[src/rtl/lpm_pkg.sv]
package lpm_pkg;

    localparam int MODE_W = 2;

    typedef enum logic [MODE_W-1:0] {
        LPM_RUN   = 2'b00,
        LPM_SLEEP = 2'b01,
        LPM_SSTBY = 2'b10,
        LPM_HSTBY = 2'b11
    } lpm_mode_e;

    typedef struct packed {
        lpm_mode_e mode;
        logic      prst_tail;
    } lpm_state_t;

    typedef struct packed {
        logic cpu_halt;
        logic clk_en;
        logic periph_rst;
        logic retain;
        logic io_hold;
    } lpm_ctl_t;

endpackage

[src/rtl/lpm_sync.sv]
module lpm_sync #(
    parameter int   STAGES  = 2,
    parameter logic RST_VAL = 1'b1
) (
    input  logic clk_i,
    input  logic rst_i,
    input  logic d_i,
    output logic q_o
);
    localparam int LAST = STAGES - 1;

    logic [LAST:0] sh_d, sh_q;

    generate
        if (STAGES == 1) begin : g_single
            always_comb sh_d = d_i;
        end else begin : g_chain
            always_comb sh_d = {sh_q[LAST-1:0], d_i};
        end
    endgenerate

    always_ff @(posedge clk_i) begin
        if (rst_i) sh_q <= {STAGES{RST_VAL}};
        else       sh_q <= sh_d;
    end

    assign q_o = sh_q[LAST];
endmodule

[src/rtl/lpm_decode.sv]
module lpm_decode
    import lpm_pkg::*;
(
    input  logic      sleep_i,
    input  logic      stby_sel_i,
    input  logic      lowspd_en_i,
    input  logic      wdt_psel_i,
    output logic      req_vld_o,
    output lpm_mode_e req_mode_o
);
    always_comb begin
        req_vld_o  = 1'b0;
        req_mode_o = LPM_RUN;
        if (sleep_i && !lowspd_en_i) begin
            if (!stby_sel_i) begin
                req_vld_o  = 1'b1;
                req_mode_o = LPM_SLEEP;
            end else if (!wdt_psel_i) begin
                req_vld_o  = 1'b1;
                req_mode_o = LPM_SSTBY;
            end
        end
    end
endmodule

[src/rtl/lpm_outmap.sv]
module lpm_outmap
    import lpm_pkg::*;
(
    input  lpm_state_t st_i,
    output lpm_ctl_t   ctl_o
);
    always_comb begin
        ctl_o = '{cpu_halt: 1'b0, clk_en: 1'b1, periph_rst: st_i.prst_tail,
                  retain: 1'b0, io_hold: 1'b0};
        unique case (st_i.mode)
            LPM_RUN: ;
            LPM_SLEEP: begin
                ctl_o.cpu_halt = 1'b1;
                ctl_o.retain   = 1'b1;
            end
            LPM_SSTBY: begin
                ctl_o.cpu_halt = 1'b1;
                ctl_o.clk_en   = 1'b0;
                ctl_o.retain   = 1'b1;
                ctl_o.io_hold  = 1'b1;
            end
            LPM_HSTBY: begin
                ctl_o.cpu_halt   = 1'b1;
                ctl_o.clk_en     = 1'b0;
                ctl_o.retain     = 1'b1;
                ctl_o.periph_rst = 1'b1;
            end
            default: ;
        endcase
    end
endmodule

[src/rtl/lpm_entry_ctrl.sv]
module lpm_entry_ctrl
    import lpm_pkg::*;
#(
    parameter int SYNC_STAGES = 2
) (
    input  logic              clk_i,
    input  logic              rst_i,
    input  logic              sleep_i,
    input  logic              stby_sel_i,
    input  logic              lowspd_en_i,
    input  logic              wdt_psel_i,
    input  logic              hstby_n_i,
    input  logic              wake_i,
    output logic              cpu_halt_o,
    output logic              sys_clk_en_o,
    output logic              periph_rst_o,
    output logic              retain_o,
    output logic              io_hold_o,
    output logic [MODE_W-1:0] mode_o
);
    logic       pin_sync;
    logic       hs_req;
    logic       req_vld;
    lpm_mode_e  req_mode;
    lpm_state_t st_d, st_q;
    lpm_ctl_t   ctl;

    lpm_sync #(.STAGES(SYNC_STAGES), .RST_VAL(1'b1)) u_sync (
        .clk_i (clk_i),
        .rst_i (rst_i),
        .d_i   (hstby_n_i),
        .q_o   (pin_sync)
    );

    assign hs_req = ~pin_sync;

    lpm_decode u_dec (
        .sleep_i     (sleep_i),
        .stby_sel_i  (stby_sel_i),
        .lowspd_en_i (lowspd_en_i),
        .wdt_psel_i  (wdt_psel_i),
        .req_vld_o   (req_vld),
        .req_mode_o  (req_mode)
    );

    always_comb begin
        st_d           = st_q;
        st_d.prst_tail = 1'b0;
        if (hs_req) begin
            st_d.mode = LPM_HSTBY;
        end else begin
            unique case (st_q.mode)
                LPM_HSTBY: begin
                    st_d.mode      = LPM_RUN;
                    st_d.prst_tail = 1'b1;
                end
                LPM_RUN: begin
                    if (req_vld) st_d.mode = req_mode;
                end
                LPM_SLEEP, LPM_SSTBY: begin
                    if (wake_i) st_d.mode = LPM_RUN;
                end
                default: st_d.mode = LPM_RUN;
            endcase
        end
    end

    always_ff @(posedge clk_i) begin
        if (rst_i) st_q <= '{mode: LPM_RUN, prst_tail: 1'b0};
        else       st_q <= st_d;
    end

    lpm_outmap u_map (
        .st_i  (st_q),
        .ctl_o (ctl)
    );

    assign cpu_halt_o   = ctl.cpu_halt;
    assign sys_clk_en_o = ctl.clk_en;
    assign periph_rst_o = ctl.periph_rst;
    assign retain_o     = ctl.retain;
    assign io_hold_o    = ctl.io_hold;
    assign mode_o       = st_q.mode;
endmodule

[config.mk]
export PLATFORM = sky130hd
export DESIGN_NAME = lpm_entry_ctrl
export DESIGN_NICKNAME = d
export VERILOG_FILES = /design/src/rtl/lpm_pkg.sv /design/src/rtl/lpm_sync.sv /design/src/rtl/lpm_decode.sv /design/src/rtl/lpm_outmap.sv /design/src/rtl/lpm_entry_ctrl.sv
export SDC_FILE = /design/constraint.sdc
export NUM_CORES = 1
export LEC_CHECK = 0
export BUFFER_PORTS_ARGS = -buffer_cell sky130_fd_sc_hd__buf_2
export CORE_AREA = 2 2 39 41
export CTS_CLUSTER_DIAMETER = 120
export CTS_CLUSTER_SIZE = 12
export DETAILED_ROUTE_END_ITERATION = 7
export DIE_AREA = 0 0 41 43
export GPL_TIMING_DRIVEN = 0
export MAX_ROUTING_LAYER = met4
export PLACE_DENSITY = 0.43
export SYNTH_ARGS = -nofsm -noshare
export SYNTH_HDL_FRONTEND = slang
export SYNTH_SLANG_ARGS = --single-unit
[constraint.sdc]
create_clock -name clk_i -period 1.96 [get_ports clk_i]
set_clock_uncertainty 0.2 [all_clocks]
set_input_delay 0.196 -clock clk_i [delete_from_list [all_inputs] [get_ports clk_i]]
set_output_delay 0.196 -clock clk_i [all_outputs]
set_load 0.005 [all_outputs]
==> results.md <==
* Setup WS pre-CTS at 0.376 ns
* Post-synthesis sequential area ratio at 0.325
* Post-Layout Cell Count at 68
* LEAKAGE at 0.219 nW
* CTS-repair resized insts at 0
* Synth warn at 0
* Placed wire-length estimate at 427 um
* Antenna viol nets, final at 0
* Worst hold path type: in2reg
* Avg Inst Size Synth at 9.33 sq um
* RSZ-0062 raised after global routing: false
* Via count at 275
* Clock Latency Late Sink at 0.24 ns
* Synthesis-to-layout area growth at 41.1%
* Routability congestion estimate at 0.678
* Max Freq at 0.612 GHz
* Overflow after GRT at 0
* GRT Total Usage at 0.0772
* WL/cell at 7.78 um
* Power Total at 0.300 mW
* DRC violation count after routing at 0
* Num CTS Buffers at 3
* Pwr Density at 691 nW/um^2
* Synthesized-area fraction occupied by adder cells at 0.122
* CTS Buffer Depth at 2
* Clock Sinks at 5
* Placed cell count at 63
* IO Count at 15
* VDD IR max at 0.651 mV
* Core area at 1380 sq um
* WHS at 0.00817 ns
* Final Hold Viols at 0
* Maxcap violations at 0
* Postcts setup bufs at 0
* Port bufs at 14
* Slew @ Worst Pin at 0.205 ns
* Mapped Cells at 33
* Setup crit end kind: output pin
* Vias in the first global route at 233
* Full die area at 1760 sq um
* Post-synthesis xor/xnor area fraction at 0
* Status: finished clean
* FP Rows at 14
* Crit-path max FO at 6
* Clock slew at reported path FFs at 0.04 ns
* Final Cycle Share at 0.834
* Largest net degree at the start of global routing at 8
* Mapped Nets at 44
* Setup crit start kind: flip-flop
* H-tree levels at 1
* Final core utilization at 0.314
* Share of layout cells above drive strength 1 at 0.500
* Post-synthesis mux area share at 0
* Die Y at 43 um
* Final setup fails at 0
* Placed cell areas at 398 sq um
* Clk root buf: clkbuf_4
* Ant diodes at 0
* Period minus WS final at 1.63 ns
* First-pass GRT wire length at 869 um
* Filler instances at 150
* Simple-Gate Fraction of Synth Area at 0.305
* Final WL at 529 um
* Post-route cell area at 434 sq um
* Synthesized cell area at 308 sq um
* Post-synthesis register bit count at 5
* 1st-pass router iterations at 2
* Worst EP arrival at 1.24 ns
* Total Neg Setup Slack at 0 ns
* Starting density of the core at 0.222
* R2r worst-path depth at 6
* Hold path depth at 2
* Post-route setup slack at 0.326 ns
* Initial DRC count at 4
* Final Max Tran Viols at 0
* Post-layout net count at 64
* Crit path kind: reg2out
* TritonCTS clock tree: yes
* Largest family of logic cells by synthesized area: simple AND/OR/NAND/NOR gates
* DIE WIDTH at 41 um
* Max-Slew Margin vs Limit at 0.863
* Post-synth cell types at 18
* Required @ worst endpoint at 1.56 ns
* Via-to-Cell Ratio at 4.04
* Complex-gate fraction of the synthesized area at 0.138
* Initial antenna violation count at 0
## cell type report
class	count	area, sq um	share of cell area
clock buffer	4	26.3	0.0605
tap	16	20.0	0.0461
inverter	3	11.3	0.0259
timing repair buffer	15	80.1	0.184
multi-input combinational	22	174	0.401
buffer	3	22.5	0.0519
sequential	5	100	0.231
## logic make-up (layout without fill, tap and decap cells)
group | count (synthesis) | count (layout)
simple gates | 14 | 14
buf+inv | 6 | 25
compound gates | 5 | 5
flops | 5 | 5
fa+ha+maj | 3 | 3
## synth_stat cells (all sizes together)
library cell / n / area [sq um]
a21o: 1 / 7.51
a21oi: 1 / 5.00
a31oi: 1 / 6.26
a41oi: 1 / 16.3
buf: 3 / 22.5
dfxtp: 5 / 100
ha: 3 / 37.5
inv: 3 / 11.3
nand2: 2 / 7.51
nand2b: 1 / 13.8
nand3: 1 / 5.00
nand4b: 1 / 8.76
nor2: 5 / 26.3
nor2b: 1 / 13.8
o31ai: 1 / 7.51
or2: 3 / 18.8
## layout by cell type (no fill, tap or decap)
master,synthesis,layout
buf_2,0,14
dfxtp_1,5,5
nor2_1,4,4
inv_1,3,3
ha_1,3,3
buf_4,3,3
clkbuf_4,0,3
or2_2,2,2
nand2_1,2,2
or2_1,1,1
nand2b_4,1,1
a21o_1,1,1
nor2b_4,1,1
a21oi_1,1,1
nor2_4,1,1
a31oi_1,1,1
o31ai_1,1,1
nand3_1,1,1
nand4b_1,1,1
a41oi_2,1,1
clkbuf_1,0,1
dlygate4sd3_1,0,1
## per-layer routing
layer  vias up  GRT usage  share of wire
met4         0     0.0200              0
met3         0     0.0628           0.10
met1       118     0.0935           0.46
li1        145          -              -
met2        12     0.0969           0.44
met5         -          -              0
## report_power, final
group,total [mW],switching (mW),internal [mW]
registers,0.113,0.00502,0.108
clock network,0.116,0.0388,0.0767
logic,0.0715,0.0305,0.0410
## path summary, 6_finish.rpt
path,startpoint,to,slack [ns]
worst max register to register,mode_o[1],mode_o[1],0.38
worst min register to register,u_sync.sh_q[0],u_sync.sh_q[1],0.20
worst max-delay path,mode_o[1],periph_rst_o,0.33
worst min-delay path,rst_i,mode_o[1],0.008
## worst max-delay path, cell delays in order, from the launching register on
cell	delay, ns
dfxtp_1	0.36
ha_1	0.23
or2_2	0.29
buf_2	0.13
## what timing repair did
action                                 4_1_cts  5_1_grt
hold buffers                                 1        0
setup endpoints to repair                    0        0
endpoints found under the hold margin        1        0
## state kept, by name, summed over array words and instances (netlist names)
name,flops
mode_o,2
u_sync.sh_q,2
st_q,1
(Power assumes the default switching activity.)
